===== src/rtl/lcd_scan_pkg.sv =====
package lcd_scan_pkg;

    typedef enum logic [1:0] {
        DUTY_STATIC  = 2'b00,
        DUTY_HALF    = 2'b01,
        DUTY_THIRD   = 2'b10,
        DUTY_QUARTER = 2'b11
    } duty_e;

    typedef enum logic [1:0] {
        LVL_VDD = 2'b00,
        LVL_V1  = 2'b01,
        LVL_V2  = 2'b10,
        LVL_V3  = 2'b11
    } lvl_e;

    localparam int COM_MAX   = 4;
    localparam int COM_IDX_W = $clog2(COM_MAX);

    // Index of the highest scanned common equals the duty code.
    function automatic logic [COM_IDX_W-1:0] last_com(input duty_e d);
        return COM_IDX_W'(d);
    endfunction

    function automatic logic third_bias(input duty_e d);
        return d[1];
    endfunction

    function automatic lvl_e com_level(input logic sel, input logic pol, input logic third);
        if (sel)        return pol ? LVL_V3 : LVL_VDD;
        else if (third) return pol ? LVL_V1 : LVL_V2;
        else            return LVL_V1;
    endfunction

    function automatic lvl_e seg_level(input logic on, input logic pol, input logic third);
        if (on)         return pol ? LVL_VDD : LVL_V3;
        else if (third) return pol ? LVL_V2 : LVL_V1;
        else            return pol ? LVL_V3 : LVL_VDD;
    endfunction

endpackage


===== src/rtl/lcd_scan_timer.sv =====
module lcd_scan_timer
    import lcd_scan_pkg::*;
#(
    parameter int SLOT_STATIC  = 1515,
    parameter int SLOT_HALF    = 385,
    parameter int SLOT_THIRD   = 80,
    parameter int SLOT_QUARTER = 56,
    parameter int CNT_W        = 11
) (
    input  logic                 clk,
    input  logic                 rst_n,
    input  logic [1:0]           mode_i,
    input  logic                 sync_i,
    input  logic                 standby_i,
    input  logic                 blank_wr_i,
    input  logic                 blank_val_i,
    output logic [CNT_W-1:0]     cnt_o,
    output logic [COM_IDX_W-1:0] com_o,
    output logic                 pol_o,
    output logic                 blank_o,
    output logic [1:0]           mode_o
);

    typedef struct packed {
        logic [CNT_W-1:0]     cnt;
        logic [COM_IDX_W-1:0] com;
        logic                 pol;
        logic                 blank;
        duty_e                mode;
    } scan_state_t;

    scan_state_t st_d, st_q;
    logic [CNT_W-1:0] slot_last;

    always_comb begin
        case (st_q.mode)
            DUTY_STATIC:  slot_last = CNT_W'(SLOT_STATIC - 1);
            DUTY_HALF:    slot_last = CNT_W'(SLOT_HALF - 1);
            DUTY_THIRD:   slot_last = CNT_W'(SLOT_THIRD - 1);
            default:      slot_last = CNT_W'(SLOT_QUARTER - 1);
        endcase
    end

    always_comb begin
        st_d      = st_q;
        st_d.mode = duty_e'(mode_i);
        if (blank_wr_i) st_d.blank = blank_val_i;
        if (sync_i) begin
            st_d.cnt   = '0;
            st_d.com   = '0;
            st_d.pol   = 1'b0;
            st_d.blank = 1'b1;
        end else if (mode_i != st_q.mode) begin
            st_d.cnt = '0;
            st_d.com = '0;
            st_d.pol = 1'b0;
        end else if (!(standby_i || st_q.blank)) begin
            if (st_q.cnt == slot_last) begin
                st_d.cnt = '0;
                if (st_q.com == last_com(st_q.mode)) begin
                    st_d.com = '0;
                    st_d.pol = ~st_q.pol;
                end else begin
                    st_d.com = st_q.com + 1'b1;
                end
            end else begin
                st_d.cnt = st_q.cnt + 1'b1;
            end
        end
    end

    always_ff @(posedge clk or negedge rst_n) begin
        if (!rst_n) begin
            st_q.cnt   <= '0;
            st_q.com   <= '0;
            st_q.pol   <= 1'b0;
            st_q.blank <= 1'b1;
            st_q.mode  <= DUTY_STATIC;
        end else begin
            st_q <= st_d;
        end
    end

    assign cnt_o   = st_q.cnt;
    assign com_o   = st_q.com;
    assign pol_o   = st_q.pol;
    assign blank_o = st_q.blank;
    assign mode_o  = st_q.mode;

endmodule


===== src/rtl/lcd_com_drive.sv =====
module lcd_com_drive
    import lcd_scan_pkg::*;
(
    input  logic [COM_IDX_W-1:0] com_idx,
    input  logic                 pol,
    input  logic [1:0]           mode,
    input  logic                 blank,
    output logic [2*COM_MAX-1:0] com_lvl
);

    for (genvar c = 0; c < COM_MAX; c++) begin : g_com
        logic active;
        logic sel;
        lvl_e lvl;
        always_comb begin
            active = (COM_IDX_W'(c) <= last_com(duty_e'(mode)));
            sel    = active && (com_idx == COM_IDX_W'(c));
            lvl    = blank ? LVL_VDD : com_level(sel, pol, third_bias(duty_e'(mode)));
        end
        assign com_lvl[2*c +: 2] = lvl;
    end

endmodule


===== src/rtl/lcd_seg_drive.sv =====
module lcd_seg_drive
    import lcd_scan_pkg::*;
#(
    parameter int NUM_SEG = 51
) (
    input  logic [NUM_SEG*COM_MAX-1:0] seg_bits,
    input  logic [COM_IDX_W-1:0]       com_idx,
    input  logic                       pol,
    input  logic [1:0]                 mode,
    input  logic                       blank,
    output logic [2*NUM_SEG-1:0]       seg_lvl
);

    for (genvar s = 0; s < NUM_SEG; s++) begin : g_seg
        logic [COM_MAX-1:0] column;
        lvl_e lvl;
        for (genvar c = 0; c < COM_MAX; c++) begin : g_col
            assign column[c] = seg_bits[c*NUM_SEG + s];
        end
        always_comb begin
            lvl = blank ? LVL_VDD
                        : seg_level(column[com_idx], pol, third_bias(duty_e'(mode)));
        end
        assign seg_lvl[2*s +: 2] = lvl;
    end

endmodule


===== src/rtl/lcd_mux_scanner.sv =====
module lcd_mux_scanner
    import lcd_scan_pkg::*;
#(
    parameter int NUM_SEG      = 51,
    parameter int SLOT_STATIC  = 1515,
    parameter int SLOT_HALF    = 385,
    parameter int SLOT_THIRD   = 80,
    parameter int SLOT_QUARTER = 56
) (
    input  logic                       clk,
    input  logic                       rst_n,
    input  logic [1:0]                 drive_mode,
    input  logic                       blank_wr,
    input  logic                       blank_val,
    input  logic                       sync,
    input  logic                       standby,
    input  logic [NUM_SEG*COM_MAX-1:0] seg_bits,
    output logic [2*COM_MAX-1:0]       com_lvl,
    output logic [2*NUM_SEG-1:0]       seg_lvl
);

    localparam int SLOT_MAX_A = (SLOT_STATIC > SLOT_HALF) ? SLOT_STATIC : SLOT_HALF;
    localparam int SLOT_MAX_B = (SLOT_THIRD > SLOT_QUARTER) ? SLOT_THIRD : SLOT_QUARTER;
    localparam int SLOT_MAX   = (SLOT_MAX_A > SLOT_MAX_B) ? SLOT_MAX_A : SLOT_MAX_B;
    localparam int CNT_W      = $clog2(SLOT_MAX + 1);

    logic [CNT_W-1:0]     scan_cnt;
    logic [COM_IDX_W-1:0] scan_com;
    logic                 scan_pol;
    logic                 blank_q;
    logic [1:0]           cur_mode;
    logic                 blank_out;

    lcd_scan_timer #(
        .SLOT_STATIC (SLOT_STATIC),
        .SLOT_HALF   (SLOT_HALF),
        .SLOT_THIRD  (SLOT_THIRD),
        .SLOT_QUARTER(SLOT_QUARTER),
        .CNT_W       (CNT_W)
    ) u_timer (
        .clk        (clk),
        .rst_n      (rst_n),
        .mode_i     (drive_mode),
        .sync_i     (sync),
        .standby_i  (standby),
        .blank_wr_i (blank_wr),
        .blank_val_i(blank_val),
        .cnt_o      (scan_cnt),
        .com_o      (scan_com),
        .pol_o      (scan_pol),
        .blank_o    (blank_q),
        .mode_o     (cur_mode)
    );

    assign blank_out = blank_q | standby | sync;

    lcd_com_drive u_com (
        .com_idx(scan_com),
        .pol    (scan_pol),
        .mode   (cur_mode),
        .blank  (blank_out),
        .com_lvl(com_lvl)
    );

    lcd_seg_drive #(.NUM_SEG(NUM_SEG)) u_seg (
        .seg_bits(seg_bits),
        .com_idx (scan_com),
        .pol     (scan_pol),
        .mode    (cur_mode),
        .blank   (blank_out),
        .seg_lvl (seg_lvl)
    );

endmodule


===== config.mk =====
export PLATFORM = sky130hd
export DESIGN_NAME = lcd_mux_scanner
export DESIGN_NICKNAME = d
export VERILOG_FILES = /design/src/rtl/lcd_scan_pkg.sv /design/src/rtl/lcd_scan_timer.sv /design/src/rtl/lcd_com_drive.sv /design/src/rtl/lcd_seg_drive.sv /design/src/rtl/lcd_mux_scanner.sv
export SDC_FILE = /design/constraint.sdc
export NUM_CORES = 1
export LEC_CHECK = 0
export CORE_AREA = 3 3 122 124
export DETAILED_ROUTE_END_ITERATION = 12
export DIE_AREA = 0 0 125 127
export DONT_BUFFER_PORTS = 1
export PLACE_DENSITY = 0.44
export SYNTH_ARGS = -nofsm -noshare
export SYNTH_HDL_FRONTEND = slang
export SYNTH_SLANG_ARGS = --single-unit

===== constraint.sdc =====
create_clock -name clk -period 2.3 [get_ports clk]
set_input_delay 0.23 -clock clk [delete_from_list [all_inputs] [get_ports clk]]
set_output_delay 0.23 -clock clk [all_outputs]
set_load 0.05 [all_outputs]

==> metrics, run 1 <==
outcome=completed; Max VDD drop=280 uV; critical path arrival=2060 ps; GRT Util Overall=17.9%; setup ws final=12.7 ps; number of fillers in the final layout=1329; CP Cell Sequence=buf_6, buf_12, mux4_2, nor2_2, a21oi_2, nor2_4; WS Path Type=reg2out; die extent in y=127 um; DP HPWL=12300 um; Area after DPL=5760 um2; routed length on met1=6350 um; leakage power=2.02 nW; Net Sw Frac=39.2%; critical path startpoint category=flip-flop; Achievable Freq=437 MHz; Netlist Area Pre-Place=3900 um2; PwrDens=214 nW/um2; Clock Latency Late Sink=250 ps; Worst Setup SP=u_timer.com_o[0]; drt wl/cell=21.7 um; sequential fraction of the synthesis area=10.9%; CP Capture Type=output port; pin count of the biggest net entering global routing=60; ratio of cells with drive above 1 in the final layout=55.0%; highest metal used=met4; initial antenna violation count=0; Design Power=1.32 mW; post-route cell area=6180 um2; core area=13900 um2; logic gate share of total power=50.3%; GR Overflow Total=0; hold_sp=drive_mode[0]; ys async rst share=100%; row count=43; die area=15900 um2; DRT Wirelength=15900 um; final worst path period share=99.4%; Synth warnings=0; Final Critical Period=2290 ps; Final Util=44.5%; gpl congestion=0.875; worst hold path type=in2reg; H-tree level count=1; CTS root buffer=clkbuf_16; post-synth top area share=29.5%; Post-Place Worst Slack=79.9 ps; hold slack final=7.97 ps; via count=4008; r2r setup slk=150 ps; slowest CP cell=mux4_2; Clock Path Buffers=2; Final Hold Vio Count=0; IO Pins=322; Area Overhead vs Synth=58.5%; syn avg cell area=7.96 um2; starting density of the core=28.1%; first-pass GRT wire length=23200 um; vias per cell=5.48; WL met2=8130 um; Chip Width=125 um; clock skew=3.25 ps; routed wl met3=1240 um; area leader, netlist=mux4_2; First DRT Iteration DRCs=186; Post-synth EDFFs=0; Pint=0.803 mW; start of the worst register-to-register path=u_timer.mode_o[0]; slew of the pin with the lowest slew margin=764 ps; CTS sink count=17; CP max FO=6; syn_nets=715; switching pwr=0.518 mW; synthesized flop and latch total=17; Mapped Cells=490; Post-synth top flop=dfrtp_1; vias in the first global route=3957; NumNets Final=777; Clk pwr share=26.3%; DRT Pass-1 Iters=4; Rel. slew slack=48.9%; number of remaining DRC errors=0; CTS Buf Count=3; setup violators final=0; port bufs=0; RSZ-0062 raised after global routing=true; Pins Over Slew Limit=0; Synth area leaders=mux4_2 29%, nor2_1 16%, xnor2_1 12%, dfrtp_1 10%, a21oi_1 7.3%; Max-Cap Viols=0; Critical Path RT=2070 ps; post-route ant nets=0; clock slew at reported path FFs=50 ps; CTS tree=done; Flop pwr share=23.4%; CP max stage delay=560 ps; synth unique cells=45
cell type report:
cell class	instances	area [um2]	area share (%)
Multi-Input combinational cell	421	3840	62.2
Timing Repair Buffer	104	1580	25.5
Sequential cell	17	437	7.07
Tap cell	180	225	3.64
Clock buffer	4	78.8	1.28
Inverter	5	18.8	0.304
Antenna cell	1	2.50	0.0405
worst max-delay path: cells and delay by family (launching register included):
family	cells	cell delay [ps]
multiplexers	1	560
AO/OA/AOI/OAI	1	60
AND/OR/NAND/NOR	2	460
buffers and inverters	2	260
flip-flops	1	460
cells by family after synthesis:
| family | share of synthesized area (%) |
|---|---|
| flops | 10.9 |
| simple gates | 23.9 |
| mux | 30.8 |
| buf+inv | 5.97 |
| xor+xnor | 13.7 |
| fa+ha+maj | 4.17 |
| compound gates | 10.6 |
placed cells by master (no fill, tap or decap), drive strengths merged, types with 2 or more instances in the layout:
master       synthesis  routed
a211oi               2       2
a21oi               57      57
and2                 2       2
and3                 6       6
buf                 15      98
clkbuf              32       8
dfrtp               16      16
dlygate4sd3          0       2
ha                  13      13
inv                  4       5
mux2i                4       4
mux4                51      51
nand2                5       5
nand3               12      12
nand4                2       2
nor2               168     168
nor3                 4       4
nor4                 6       6
o21ai                9       9
o21bai               2       2
o31ai                2       2
or3                  4       4
xnor2               53      53
xor2                 8       8
metrics by stage:
stage	setup TNS, ps	cells
2_1_floorplan	-263	490
3_3_place_gp	0	712
3_5_place_dp	0	712
4_1_cts	-599	720
5_1_grt	-1730	731
6_report	0	732
cell usage after synthesis (2+ instances only):
cell / number
nor4_1: 5
xnor2_1: 53
dfrtp_1: 16
o31ai_1: 2
ha_1: 13
xor2_1: 8
and3_2: 2
clkbuf_1: 30
inv_1: 4
mux4_2: 51
a21oi_1: 57
buf_1: 3
and3_1: 4
nor3_1: 4
mux2i_1: 4
nand3_1: 12
buf_2: 9
nor2_1: 167
buf_4: 2
and2_1: 2
nand4_1: 2
o21ai_0: 9
or3_1: 4
o21bai_1: 2
nand2_1: 5
repair_timing:
item	CTS	global route
gates cloned	1	4
endpoints found under the hold margin	17	1
endpoints found under the setup margin	73	85
pin swaps	2	14
gates resized for setup	5	38
setup buffers	2	6
hold buffers	1	1
flip-flops by register name, summed over array words and instances, names as in the netlist:
| signal | flops |
|---|---|
| u_timer.cnt_o | 11 |
| u_timer.com_o | 2 |
| u_timer.mode_o | 2 |
| u_timer.blank_o | 1 |
| u_timer.pol_o | 1 |
worst paths after layout:
| check | cells after the start | to |
|---|---|---|
| worst min-delay path | 0 | u_timer.mode_o[0] |
| worst max register to register | 7 | u_timer.cnt_o[5] |
| min in group asynchronous | 1 | u_timer.cnt_o[0] |
| max in group asynchronous | 1 | u_timer.com_o[0] |
| worst min register to register | 2 | u_timer.cnt_o[1] |
| worst max-delay path | 6 | seg_lvl[80] |
power by group through the flow:
stage / combinational [mW] / clock (mW) / sequential, mW
after floorplan: 0.488 / 0 / 0.314
after global placement: 0.637 / 0 / 0.313
after detailed placement: 0.640 / 0 / 0.314
after CTS: 0.652 / 0.351 / 0.309
after global routing: 0.706 / 0.368 / 0.309
final: 0.665 / 0.347 / 0.309
metal layers:
layer  global-route usage [%]  up-vias
met5                        0        -
met4                     3.06        0
met3                     3.85       18
met2                     31.7      224
met1                     23.0     1920
li1                         -     1846
Power figures use the tool's default switching activity.
==> inputs of run 2 (changes only) <==
- ABC_AREA: not set -> 1
- CORE_AREA: 3 3 122 124 -> 3 3 123 125
- DIE_AREA: 0 0 125 127 -> 0 0 126 128
- PLACE_DENSITY: 0.44 -> 0.5
- clock period: 2.3 -> 2.35 ns (I/O delays scaled with it)
==> metrics, run 2 <==
ratio of cells with drive above 1 in the final layout=34.1% (-21 points); core area=14000 um2 (+0.78%); outcome=completed; area leader, netlist=nor2_1; Clock Path Buffers=2 (unchanged); GRT Util Overall=20.2% (+2.3 points); vias in the first global route=5382 (+36%); via count=5600 (+40%); CTS Buf Count=3 (unchanged); WS Path Type=reg2out; H-tree level count=1 (unchanged); port bufs=0 (unchanged); die area=16100 um2 (+1.6%); Max-Cap Viols=0 (unchanged); reg-to-reg endpoint=u_timer.cnt_o[2]; PwrDens=299 nW/um2 (+40%); vias per cell=5.27 (-3.8%); R2R depth=12 (+5); Mapped Cells=813 (+66%); CTS sink count=17 (unchanged); DRT Pass-1 Iters=5 (+1); Final Hold Vio Count=0 (unchanged); start of the worst register-to-register path=u_timer.mode_o[1]; row count=43 (unchanged); Worst Setup SP=u_timer.com_o[0]; first-pass GRT wire length=27500 um (+19%); Final Critical Period=2210 ps; ys async rst share=100% (unchanged); CP max FO=32 (+26); leading cell type in the layout, fill and taps excluded=nor2_1; CTS tree=done; gpl congestion=0.850 (-2.9%); slowest CP cell=dfrtp_4; GR Overflow Total=0 (unchanged); CP max stage delay=530 ps (-30 ps); leakage power=2.72 nW (+35%); synthesized flop and latch total=17 (unchanged); synth unique cells=38 (-16%); Area after DPL=6640 um2 (+15%); final worst path period share=94.0%; most frequent cells in the layout=230 x nor2_1, 157 x nand2_1, 99 x o21ai_0; synth cell count leaders=280 x nor2_1, 157 x nand2_1, 99 x o21ai_0; Achievable Freq=453 MHz; Design Power=2.04 mW (+54%); CTS root buffer=clkbuf_16; syn avg cell area=5.82 um2 (-27%); slew of the pin with the lowest slew margin=866 ps (+102 ps); number of fillers in the final layout=1393 (+4.8%); worst hold path depth=0 (unchanged); worst hold path type=in2reg; sequential fraction of the synthesis area=9.02% (-1.9 points); Critical Path RT=2120 ps (+50 ps); IO Pins=322 (unchanged); CP Buf/Inv Count=3 (+1); clock slew at reported path FFs=60 ps (about the same); Chip Width=126 um (+0.80%); Synth area leaders=nor2_1 22%, o22ai_2 13%, nand2_1 12%, o21ai_0 10%, nor2_4 10%; clock skew=5.26 ps (+2.01 ps); pin count of the biggest net entering global routing=109 (+82%); Post-synth top flop=dfrtp_1; Crit path top cell by count=nand2_1; CP top delay family=buffers and inverters; Hold Crit Endpoint=u_timer.mode_o[1]; critical path arrival=1970 ps (-90 ps); NumNets Final=1109 (+43%); post-route ant nets=0 (unchanged); post-synth top area share=22.2% (-7.2 points); syn_nets=1038 (+45%); Max VDD drop=219 uV (-22%); Post-synth EDFFs=0 (unchanged); CP Capture Type=output port; Netlist Area Pre-Place=4730 um2 (+21%); r2r setup slk=350 ps (+200 ps); post-route cell area=6810 um2 (+10%); number of remaining DRC errors=0 (unchanged); critical path startpoint category=flip-flop; diodes inserted=0 (-1); Synth warnings=0 (unchanged); Area Overhead vs Synth=43.9%; CP Cell Sequence=inv_6, buf_16, o21ai_0, o22ai_2, nand2_1, nand2_1, nor2_1, buf_4; starting density of the core=33.8% (+5.7 points); max reg flops=11 (unchanged); DRT Wirelength=17900 um (+12%); initial antenna violation count=0 (unchanged); die extent in y=128 um (+0.79%); most frequent cell after synthesis=nor2_1; DP HPWL=13700 um (+11%); Pins Over Slew Limit=0 (unchanged); drt wl/cell=16.8 um (-23%); First DRT Iteration DRCs=352 (+89%); hold_sp=drive_mode[1]; Fin Setup TNS=0 ps (unchanged); setup violators final=0 (unchanged); Rel. slew slack=42.1% (-6.8 points); Clock Latency Late Sink=250 ps (about the same); RSZ-0062 raised after global routing=true
-- run 2: cell count changes after synthesis, moves of 6 or more --
cell      before  now
nor2_4         1   44
nand2_1        5  157
mux4_2        51    0
o21ai_1        0   13
inv_2          0   10
o22ai_2        0   48
buf_2          9   15
inv_1          4   24
xnor2_1       53    0
o21ai_0        9   99
a21oi_1       57    8
clkbuf_1      30   24
nor2_1       167  280
-- run 2: timing repair --
item | in CTS | in global routing
cloned | 0 | 1
buffers inserted | 0 | 1
endpoints found under the setup margin | 11 | 58
gates resized for setup | 1 | 8
hold buffers | 1 | 0
endpoints found under the hold margin | 17 | 0
-- run 2: final cells by class --
class,instances,area [um2],share of cell area (%)
clock inverter,1,5.00,0.0735
tap,180,225,3.31
timing repair buffer,123,1720,25.2
sequential,17,435,6.40
multi-input combinational,703,4210,61.8
clock buffer,3,75.1,1.10
inverter,36,143,2.10
-- run 2: how the worst max path moves through the flow --
stage                  end  cells past startpoint
3_5_place_dp   seg_lvl[91]                      7
2_1_floorplan   seg_lvl[6]                      8
3_3_place_gp    seg_lvl[1]                      8
5_1_grt        seg_lvl[47]                      8
6_report       seg_lvl[57]                      8
4_1_cts         seg_lvl[1]                      8
-- run 2: power breakdown --
| part | switching, mW | total, mW | internal, mW |
|---|---|---|---|
| registers | 0.0122 | 0.315 | 0.303 |
| clock network | 0.127 | 0.356 | 0.228 |
| logic | 0.898 | 1.37 | 0.469 |
-- run 2: cell families after synthesis --
kind of cell,share of synthesized area (%)
and+or+nand+nor,49.4
xor gates and xnor gates,1.43
AOI/OAI and AO/OA,26.2
DFF,9.02
adders and majority gates,3.44
buffers and inverters,10.4
-- run 2: per-layer routing --
layer | vias up | share of wire, % | GRT usage [%]
met3 | 16 | 6.9 | 3.96
met2 | 216 | 51 | 37.2
met5 | - | 0 | 0
li1 | 2755 | - | -
met4 | 0 | 0.95 | 2.21
met1 | 2613 | 41 | 25.2
-- run 2: metrics by stage --
step | instances | setup slack (ps) | util [%] | hold slack [ps]
after floorplan | 813 | 29.3 | - | -60.6
after global placement | 1056 | 328 | 47.4 | -59.8
after detailed placement | 1056 | 233 | 47.4 | -60.0
after CTS | 1061 | 28.3 | 48.1 | 9.53
after global routing | 1063 | 1.92 | 48.7 | 5.12
final | 1063 | 141 | 48.7 | 10.2
-- run 2: worst reg2reg max path, stage by stage, from the launching register on --
cell and delay (ps):
dfrtp_1 540, inv_1 170, ha_1 340, inv_1 60, nand2_1 40, nand2_1 60
nand3_1 80, nor2_1 90, nand3_1 90, nand2_2 130, nand2_4 110, inv_2 130
nor2_1 50
==> inputs of run 3 (changes only) <==
- RECOVER_POWER: not set -> 100
==> metrics, run 3 (synthesis gave the netlist of run 2 again) <==
GRT Util Overall=20.2% (unchanged); Max-Cap Viols=0 (unchanged); setup violators final=0 (unchanged); gpl congestion=0.850 (unchanged); Clock Latency Late Sink=250 ps (about the same); Pins Over Slew Limit=0 (unchanged); DRT Wirelength=17900 um (about the same); H-tree level count=1 (unchanged); Max VDD drop=219 uV (about the same); Final Critical Period=2210 ps (-0.326 ps); leakage power=2.71 nW (-0.15%); DRT Pass-1 Iters=5 (unchanged); worst hold path type=in2reg; drt wl/cell=16.8 um (about the same); post-route ant nets=0 (unchanged); outcome=completed; number of fillers in the final layout=1396 (+0.22%); Worst Setup SP=u_timer.com_o[0]; starting density of the core=33.8% (unchanged); core area=14000 um2 (unchanged); port bufs=0 (unchanged); die area=16100 um2 (unchanged); die extent in y=128 um (unchanged); Rel. slew slack=43.3% (+1.2 points); Final Hold Vio Count=0 (unchanged); pin count of the biggest net entering global routing=109 (unchanged); final worst path period share=94.0% (about the same); hold_sp=drive_mode[1]; Area after DPL=6640 um2 (unchanged); Achievable Freq=453 MHz (about the same); WS Path Type=reg2out; CTS sink count=17 (unchanged); max reg flops=11 (unchanged); First DRT Iteration DRCs=354 (+0.57%); DP HPWL=13700 um (unchanged); critical path startpoint category=flip-flop; row count=43 (unchanged); diodes inserted=0 (unchanged); most frequent cells in the layout=230 x nor2_1, 158 x nand2_1, 101 x o21ai_0; ratio of cells with drive above 1 in the final layout=34.0% (-0.11 points); leading cell type in the layout, fill and taps excluded=nor2_1; NumNets Final=1109 (unchanged); vias in the first global route=5382 (unchanged); Register Area=435 um2 (unchanged); clock skew=5.29 ps (+0.0265 ps); Area Overhead vs Synth=43.5%; clock slew at reported path FFs=60 ps (about the same); start of the worst register-to-register path=u_timer.mode_o[1]; IO Pins=322 (unchanged); critical path arrival=1970 ps (about the same); Chip Width=126 um (unchanged); PwrDens=300 nW/um2 (+0.11%); Clock Path Buffers=2 (unchanged); Multi-input gate area=4210 um2 (about the same); r2r setup slk=280 ps (-70 ps); CTS tree=done; CTS root buffer=clkbuf_16; Critical Path RT=2120 ps (about the same); CP max FO=32 (unchanged); number of remaining DRC errors=0 (unchanged); GR Overflow Total=0 (unchanged); initial antenna violation count=0 (unchanged); CTS Buf Count=3 (unchanged); vias per cell=5.28 (+0.30%); post-route cell area=6790 um2 (-0.26%); CP Capture Type=output port; first-pass GRT wire length=27500 um (unchanged); RSZ-0062 raised after global routing=true; slew of the pin with the lowest slew margin=848 ps (-17.9 ps); Fin Setup TNS=0 ps (unchanged); via count=5617 (+0.30%)
==> run 3: cell count changes in the layout (fill, tap and decap cells not counted) <==
cell and delta:
o21ai_0 +2, o21ai_1 -2, buf_12 -1, clkbuf_2 +1
nand2_1 +1, nand2_2 -1
==> run 3: final cells by class <==
cell class / instances / area share (%)
clock buffer: 3 / 1.11
clock inverter: 1 / 0.0737
inverter: 36 / 2.10
multi-input combinational: 703 / 61.9
sequential: 17 / 6.41
tap: 180 / 3.32
timing repair buffer: 123 / 25.0
==> run 3: critical path, stage by stage (launching register included) <==
cell	delay [ps]
dfrtp_4	530
inv_6	140
buf_16	240
o21ai_0	140
o22ai_2	180
nand2_1	80
nand2_1	140
nor2_1	60
buf_4	180
==> run 3: per-layer routing <==
layer | track usage, % | vias to the layer above | share of wire (%)
li1 | - | 2759 | -
met1 | 25.2 | 2616 | 41
met2 | 37.2 | 222 | 51
met3 | 3.96 | 20 | 7.0
met4 | 2.21 | 0 | 1.2
met5 | 0 | - | 0
==> run 3: worst paths after layout <==
path	endpoint	cells past startpoint
min	u_timer.mode_o[1]	0
max reg2reg	u_timer.cnt_o[2]	12
max	seg_lvl[57]	8
max in group asynchronous	u_timer.com_o[0]	1
min reg2reg	u_timer.blank_o	2
min in group asynchronous	u_timer.pol_o	1
==> run 3: timing repair <==
action	in CTS	in global routing
endpoints found under the hold margin	17	0
hold buffers	1	0
setup endpoints to repair	11	58
buffers inserted	0	1
gates cloned	0	1
gates resized for setup	1	8
==> run 3: per-stage QoR <==
stage	hold WS, ps	instances	total power, mW	setup WS (ps)	util, %
final	10.4	1063	2.03	141	48.5
after global routing	5.12	1063	2.17	1.92	48.5
after CTS	9.53	1061	2.03	28.3	48.1
after detailed placement	-60.0	1056	1.66	233	47.4
after global placement	-59.8	1056	1.63	328	47.4
after floorplan	-60.6	813	1.34	29.3	-
==> run 3: power breakdown <==
group          internal, mW  total (mW)  switching, mW
Sequential            0.303       0.315         0.0122
Clock                 0.228       0.355          0.127
Combinational         0.468        1.36          0.896
